===== src/rtl/irq_regs_pkg.sv =====
package irq_regs_pkg;
  localparam int unsigned OFS_ENABLE  = 32'h08;
  localparam int unsigned OFS_DISABLE = 32'h0C;
  localparam int unsigned OFS_MASK    = 32'h10;
  localparam int unsigned OFS_PENDING = 32'h14;
  localparam int unsigned OFS_LIVE    = 32'h2C;

  localparam int unsigned BIT_RX_TRIG  = 0;
  localparam int unsigned BIT_RX_EMPTY = 1;
  localparam int unsigned BIT_RX_FULL  = 2;
  localparam int unsigned BIT_TX_EMPTY = 3;
  localparam int unsigned BIT_TX_FULL  = 4;
  localparam int unsigned BIT_OVERRUN  = 5;
  localparam int unsigned BIT_FRAMING  = 6;
  localparam int unsigned BIT_PARITY   = 7;
  localparam int unsigned BIT_TIMEOUT  = 8;

  typedef enum logic [1:0] {
    RSEL_NONE    = 2'd0,
    RSEL_MASK    = 2'd1,
    RSEL_PENDING = 2'd2,
    RSEL_LIVE    = 2'd3
  } rsel_e;
endpackage


===== src/rtl/irq_bus_decode.sv =====
module irq_bus_decode
  import irq_regs_pkg::*;
#(
  parameter int ADDR_W = 8,
  parameter int SRC_W  = 13
) (
  input  logic              clk,
  input  logic              rst_n,
  input  logic              bus_wr,
  input  logic              bus_rd,
  input  logic [ADDR_W-1:0] bus_addr,
  input  logic [31:0]       bus_wdata,
  input  logic [SRC_W-1:0]  mask_q,
  input  logic [SRC_W-1:0]  pend_q,
  input  logic [SRC_W-1:0]  live_cond,
  output logic [SRC_W-1:0]  set_req,
  output logic [SRC_W-1:0]  clr_req,
  output logic [SRC_W-1:0]  w1c_req,
  output logic [31:0]       bus_rdata
);
  localparam int PAD_W = 32 - SRC_W;

  logic [SRC_W-1:0] wbits;
  logic             hit_en, hit_dis, hit_mask, hit_pend, hit_live;
  rsel_e            rsel;
  logic [SRC_W-1:0] rsrc;

  assign wbits    = bus_wdata[SRC_W-1:0];
  assign hit_en   = (bus_addr == ADDR_W'(OFS_ENABLE));
  assign hit_dis  = (bus_addr == ADDR_W'(OFS_DISABLE));
  assign hit_mask = (bus_addr == ADDR_W'(OFS_MASK));
  assign hit_pend = (bus_addr == ADDR_W'(OFS_PENDING));
  assign hit_live = (bus_addr == ADDR_W'(OFS_LIVE));

  assign set_req = (bus_wr && hit_en)   ? wbits : '0;
  assign clr_req = (bus_wr && hit_dis)  ? wbits : '0;
  assign w1c_req = (bus_wr && hit_pend) ? wbits : '0;

  always_comb begin
    rsel = RSEL_NONE;
    if (bus_rd) begin
      if (hit_mask)      rsel = RSEL_MASK;
      else if (hit_pend) rsel = RSEL_PENDING;
      else if (hit_live) rsel = RSEL_LIVE;
    end
  end

  always_comb begin
    unique case (rsel)
      RSEL_MASK:    rsrc = mask_q;
      RSEL_PENDING: rsrc = pend_q;
      RSEL_LIVE:    rsrc = live_cond;
      default:      rsrc = '0;
    endcase
  end

  generate
    if (PAD_W > 0) begin : g_pad
      assign bus_rdata = {{PAD_W{1'b0}}, rsrc};
    end else begin : g_nopad
      assign bus_rdata = rsrc;
    end
  endgenerate

  // bits above the source width never read as 1
  a_r4_upper_zero: assert property (@(posedge clk) disable iff (!rst_n)
    (bus_rdata >> SRC_W) == 32'd0);
  // no read strobe, no data
  a_r3_idle_zero: assert property (@(posedge clk) disable iff (!rst_n)
    !bus_rd |-> bus_rdata == 32'd0);
endmodule


===== src/rtl/irq_mask_reg.sv =====
module irq_mask_reg #(
  parameter int SRC_W = 13
) (
  input  logic             clk,
  input  logic             rst_n,
  input  logic [SRC_W-1:0] set_req,
  input  logic [SRC_W-1:0] clr_req,
  output logic [SRC_W-1:0] mask_q
);
  always_ff @(posedge clk or negedge rst_n) begin
    if (!rst_n) mask_q <= '0;
    else        mask_q <= (mask_q | set_req) & ~clr_req;
  end

  // set-write turns requested bits on
  a_r1_set: assert property (@(posedge clk) disable iff (!rst_n)
    (set_req != '0) |=> ((mask_q & $past(set_req)) == $past(set_req)));
  // clear-write turns requested bits off
  a_r2_clear: assert property (@(posedge clk) disable iff (!rst_n)
    (clr_req != '0) |=> ((mask_q & $past(clr_req)) == '0));
  // no mask request, no mask change
  a_r12_mask_hold: assert property (@(posedge clk) disable iff (!rst_n)
    (set_req == '0 && clr_req == '0) |=> $stable(mask_q));
endmodule


===== src/rtl/irq_pending_reg.sv =====
module irq_pending_reg #(
  parameter int SRC_W = 13
) (
  input  logic             clk,
  input  logic             rst_n,
  input  logic [SRC_W-1:0] evt_pulse,
  input  logic [SRC_W-1:0] w1c_req,
  output logic [SRC_W-1:0] pend_q
);
  generate
    for (genvar i = 0; i < SRC_W; i++) begin : g_bit
      always_ff @(posedge clk or negedge rst_n) begin
        if (!rst_n)            pend_q[i] <= 1'b0;
        else if (evt_pulse[i]) pend_q[i] <= 1'b1;
        else if (w1c_req[i])   pend_q[i] <= 1'b0;
      end
    end
  endgenerate

  // an event always leaves its bit set
  a_r7_event_wins: assert property (@(posedge clk) disable iff (!rst_n)
    (evt_pulse != '0) |=> ((pend_q & $past(evt_pulse)) == $past(evt_pulse)));
  // a clear without a competing event empties the bit
  a_r6_w1c: assert property (@(posedge clk) disable iff (!rst_n)
    ((w1c_req & ~evt_pulse) != '0) |=> ((pend_q & $past(w1c_req & ~evt_pulse)) == '0));
  // pending bits change only on events or clears
  a_r8_pend_hold: assert property (@(posedge clk) disable iff (!rst_n)
    (evt_pulse == '0 && w1c_req == '0) |=> $stable(pend_q));
endmodule


===== src/rtl/irq_ctrl_regs.sv =====
module irq_ctrl_regs #(
  parameter int ADDR_W = 8,
  parameter int SRC_W  = 13
) (
  input  logic              clk,
  input  logic              rst_n,
  input  logic              bus_wr,
  input  logic              bus_rd,
  input  logic [ADDR_W-1:0] bus_addr,
  input  logic [31:0]       bus_wdata,
  output logic [31:0]       bus_rdata,
  input  logic [SRC_W-1:0]  evt_pulse,
  input  logic [SRC_W-1:0]  live_cond,
  output logic              irq
);
  logic [SRC_W-1:0] set_req, clr_req, w1c_req;
  logic [SRC_W-1:0] mask_q, pend_q;
  logic             irq_q;

  irq_bus_decode #(.ADDR_W(ADDR_W), .SRC_W(SRC_W)) u_decode (
    .clk       (clk),
    .rst_n     (rst_n),
    .bus_wr    (bus_wr),
    .bus_rd    (bus_rd),
    .bus_addr  (bus_addr),
    .bus_wdata (bus_wdata),
    .mask_q    (mask_q),
    .pend_q    (pend_q),
    .live_cond (live_cond),
    .set_req   (set_req),
    .clr_req   (clr_req),
    .w1c_req   (w1c_req),
    .bus_rdata (bus_rdata)
  );

  irq_mask_reg #(.SRC_W(SRC_W)) u_mask (
    .clk     (clk),
    .rst_n   (rst_n),
    .set_req (set_req),
    .clr_req (clr_req),
    .mask_q  (mask_q)
  );

  irq_pending_reg #(.SRC_W(SRC_W)) u_pend (
    .clk       (clk),
    .rst_n     (rst_n),
    .evt_pulse (evt_pulse),
    .w1c_req   (w1c_req),
    .pend_q    (pend_q)
  );

  always_ff @(posedge clk or negedge rst_n) begin
    if (!rst_n) irq_q <= 1'b0;
    else        irq_q <= |(pend_q & mask_q);
  end

  assign irq = irq_q;

  // request follows enabled pending bits one cycle later
  a_r10_irq_rise: assert property (@(posedge clk) disable iff (!rst_n)
    ((pend_q & mask_q) != '0) |=> irq);
  a_r10_irq_fall: assert property (@(posedge clk) disable iff (!rst_n)
    ((pend_q & mask_q) == '0) |=> !irq);
endmodule


===== config.mk =====
export PLATFORM = sky130hd
export DESIGN_NAME = irq_ctrl_regs
export DESIGN_NICKNAME = d
export VERILOG_FILES = /design/src/rtl/irq_regs_pkg.sv /design/src/rtl/irq_bus_decode.sv /design/src/rtl/irq_mask_reg.sv /design/src/rtl/irq_pending_reg.sv /design/src/rtl/irq_ctrl_regs.sv
export SDC_FILE = /design/constraint.sdc
export NUM_CORES = 1
export LEC_CHECK = 0
export BUFFER_PORTS_ARGS = -buffer_cell sky130_fd_sc_hd__buf_2
export CORE_MARGIN = 10
export CORE_UTILIZATION = 46
export CTS_BUF_LIST = sky130_fd_sc_hd__clkbuf_2 sky130_fd_sc_hd__clkbuf_4 sky130_fd_sc_hd__clkbuf_8
export CTS_CLUSTER_DIAMETER = 40
export DETAILED_ROUTE_END_ITERATION = 10
export GPL_TIMING_DRIVEN = 0
export PLACE_DENSITY = 0.91
export SYNTH_ARGS = -nofsm -noshare
export SYNTH_HDL_FRONTEND = slang
export SYNTH_SLANG_ARGS = --single-unit

===== constraint.sdc =====
create_clock -name clk -period 1.8 [get_ports clk]
set_clock_uncertainty 0.1 [all_clocks]
set_input_delay 0.09 -clock clk [delete_from_list [all_inputs] [get_ports clk]]
set_output_delay 0.09 -clock clk [all_outputs]
set_load 0.005 [all_outputs]

==> flow_metrics.tcl <==
set metrics [dict create \
    synth_area_leader_cell "dfrtp_1" \
    antenna_cells 0 \
    clkTransAtPathRegs_ns 0.09 \
    num_vias 1814 \
    gp_congestion 0.845 \
    worst-path-max-fanout 10 \
    dieArea_um2 7010 \
    internal-power_w 0.000906 \
    grt_pass1_vias 1961 \
    hold_path_depth 3 \
    syn_to_final_growth_pct 34.9 \
    yosysMostFrequentCell "dfrtp_1" \
    drtPass1Iterations 4 \
    numCtsBuffers 3 \
    slew_headroom 0.531 \
    p_switching_w 0.000335 \
    synth_warnings 0 \
    yosysSeqAreaShare 0.361 \
    drt-initial-drc-count 214 \
    crit_slowest_cell "or4_4" \
    final_cell_area_um2 2520 \
    grt_start_max_net_pins 28 \
    setup_viol 0 \
    worst_ep_arrival_time_ns 1.55 \
    clkSinkCount 27 \
    start_util 0.471 \
    wl_per_cell_um 18.7 \
    p_sw_frac 0.270 \
    cp.buffers_inverters 5 \
    grt_overflow 0 \
    vias_per_cell 5.50 \
    r2r_cells 3 \
    final_util 0.635 \
    power_frac_seq 0.510 \
    synth-seq-cells 27 \
    fin_crit_sh 0.968 \
    drc 0 \
    min_path_type "input port to flip-flop" \
    fin_ws_ns 0.0573 \
    cts_setup_buffers 0 \
    clk-insertion-delay-late_ns 0.28 \
    syn_area_um2 1870 \
    num_rows 23 \
    rsz0062_at_grt "no" \
    cap_violations 0 \
    grt_pass1_wl_mm 9.72 \
    netlist_top_cells_count "27 x dfrtp_1, 19 x buf_4, 14 x inv_1" \
    p_leak_nw 1.08 \
    cts_max_level 1 \
    critPathTopFamily "buffers and inverters" \
    cpPeakStageDelay_ns 0.53 \
    synthCells 181 \
    antenna_found_initial 0 \
    final_nets 351 \
    max_freq_mhz 574 \
    critPathKind "input port to output pin" \
    syn_avg_cell_area_um2 10.3 \
    synthFlopType "dfrtp_1" \
    hold_viol 0 \
    pre_cts_ws_ns -0.161 \
    grt_usage 0.166 \
    cp-start-kind "input port" \
    coreArea_um2 3970 \
    pwr-share-comb 0.205 \
    p_clk_frac 0.285 \
    r2r_setup_slack_ns 0.51 \
    synth-edff-count 0 \
    synthDistinctLibCells 26 \
    worstMarginPinSlew_ns 0.703 \
    clockBufferDepth 2 \
    die_y_um 83.7 \
    dieWidth_um 83.7 \
    cts_tree "done" \
    cp_num_cells 7 \
    outcome "completed" \
    synth.area.top_cells "dfrtp_1 36%, mux2_2 7.8%, buf_4 7.6%" \
    synth.top_cell.area_share 0.361 \
    placed_area_um2 2310 \
    slew_violations 0 \
    wl_mm 6.16 \
    place.port_buffers 63 \
    ioPinCount 103 \
    peakVddDrop_v 0.000278 \
    cts_root_buffer "clkbuf_8" \
    end_kind "output pin" \
    hold_slack_ns 0.0255 \
    period_minus_slack_ns 1.74 \
    cp_cell_sequence "buf_2, or4_4, buf_6, buf_6, clkbuf_2, nor2_1, buf_2" \
    power_density_nw_per_um2 492 \
    ant_nets 0 \
    ys_async_sr_fraction 1.00 \
    hpwl_mm 4.64 \
    drive_gt1_frac 0.407 \
    required_ns 1.61 \
]
==> area by class of cell <==
cell class	instances	area, µm²
flip-flops and latches	27	676
repair buffers	77	455
inverters	14	52.6
multi-input cells	124	1010
well taps	50	62.6
clock inverters	1	5.00
fillers	323	1450
plain buffers	34	220
clock buffers	3	41.3
==> path summary, 6_finish.rpt <==
path / from / endpoint
worst max-delay path: bus_addr[7] / bus_rdata[8]
worst min-delay path: bus_wdata[12] / u_pend.pend_q[12]$_DFFE_PN0P_
min in group asynchronous: rst_n / u_mask.mask_q[2]$_DFF_PN0_
worst min register to register: u_pend.pend_q[7]$_DFFE_PN0P_ / u_pend.pend_q[7]$_DFFE_PN0P_
worst max register to register: u_pend.pend_q[9]$_DFFE_PN0P_ / irq$_DFF_PN0_
max in group asynchronous: rst_n / u_mask.mask_q[11]$_DFF_PN0_
==> routing by layer <==
| metal | share of wire | global-route usage |
|---|---|---|
| met2 | 0.50 | 0.283 |
| met4 | 0.031 | 0.0807 |
| met5 | 0 | 0 |
| met1 | 0.39 | 0.182 |
| met3 | 0.080 | 0.0498 |
==> registers in the layout, indices dropped and copies added, names as in the netlist <==
name           cells
irq                1
u_mask.mask_q     13
u_pend.pend_q     13
==> worst register-to-register path, delay by kind of cell (launching register included) <==
| family | cells | cell delay, ns |
|---|---|---|
| flops | 1 | 0.41 |
| compound gates | 1 | 0.36 |
| simple gates | 2 | 0.31 |
==> stage by stage <==
stage	cells	power (W)	setup TNS (ns)
finish	330	0.00124	0
global route	330	0.00129	0
CTS	330	0.00123	0
detailed placement	312	0.000862	-1.44
global placement	312	0.000855	-0.543
floorplan	199	0.000762	0
==> what timing repair did <==
action / 4_1_cts / 5_1_grt
endpoints found under the setup margin: 10 / 10
hold buffers: 14 / 0
resized for setup: 2 / 9
pin swaps: 0 / 0
hold endpoints to repair: 40 / 0
==> kinds of logic (layout without fill, tap and decap cells) <==
logic type	after synthesis	count (layout)	synth area share
mux	26	26	0.148
simple gates	47	47	0.208
flops	27	27	0.361
other cells	1	19	0.00201
buf+inv	48	129	0.143
compound gates	32	32	0.139
==> layout by cell type, fill, tap and decap left out, types with 2 or more instances in the layout <==
master and count:
buf_4 19, buf_6 2, a22oi_1 5, nor2_1 13, inv_1 14, a32oi_1 13, buf_1 3, mux2i_1 13
nor4b_1 7, clkbuf_8 3, dfrtp_1 27, clkbuf_2 5, buf_2 63, mux2_2 13, and4b_1 2, clkbuf_1 5
a21o_1 13, dlygate4sd3_1 14, conb_1 19, nand4b_1 13, nor4b_2 4
==> power groups by stage <==
stage	logic (W)	clock network, W	registers (W)
after floorplan	0.000121	0	0.000640
after global placement	0.000213	0	0.000642
after detailed placement	0.000219	0	0.000644
after CTS	0.000244	0.000359	0.000632
after global routing	0.000277	0.000383	0.000634
final	0.000255	0.000354	0.000633
Note: power is estimated with default switching activity, not from simulation.
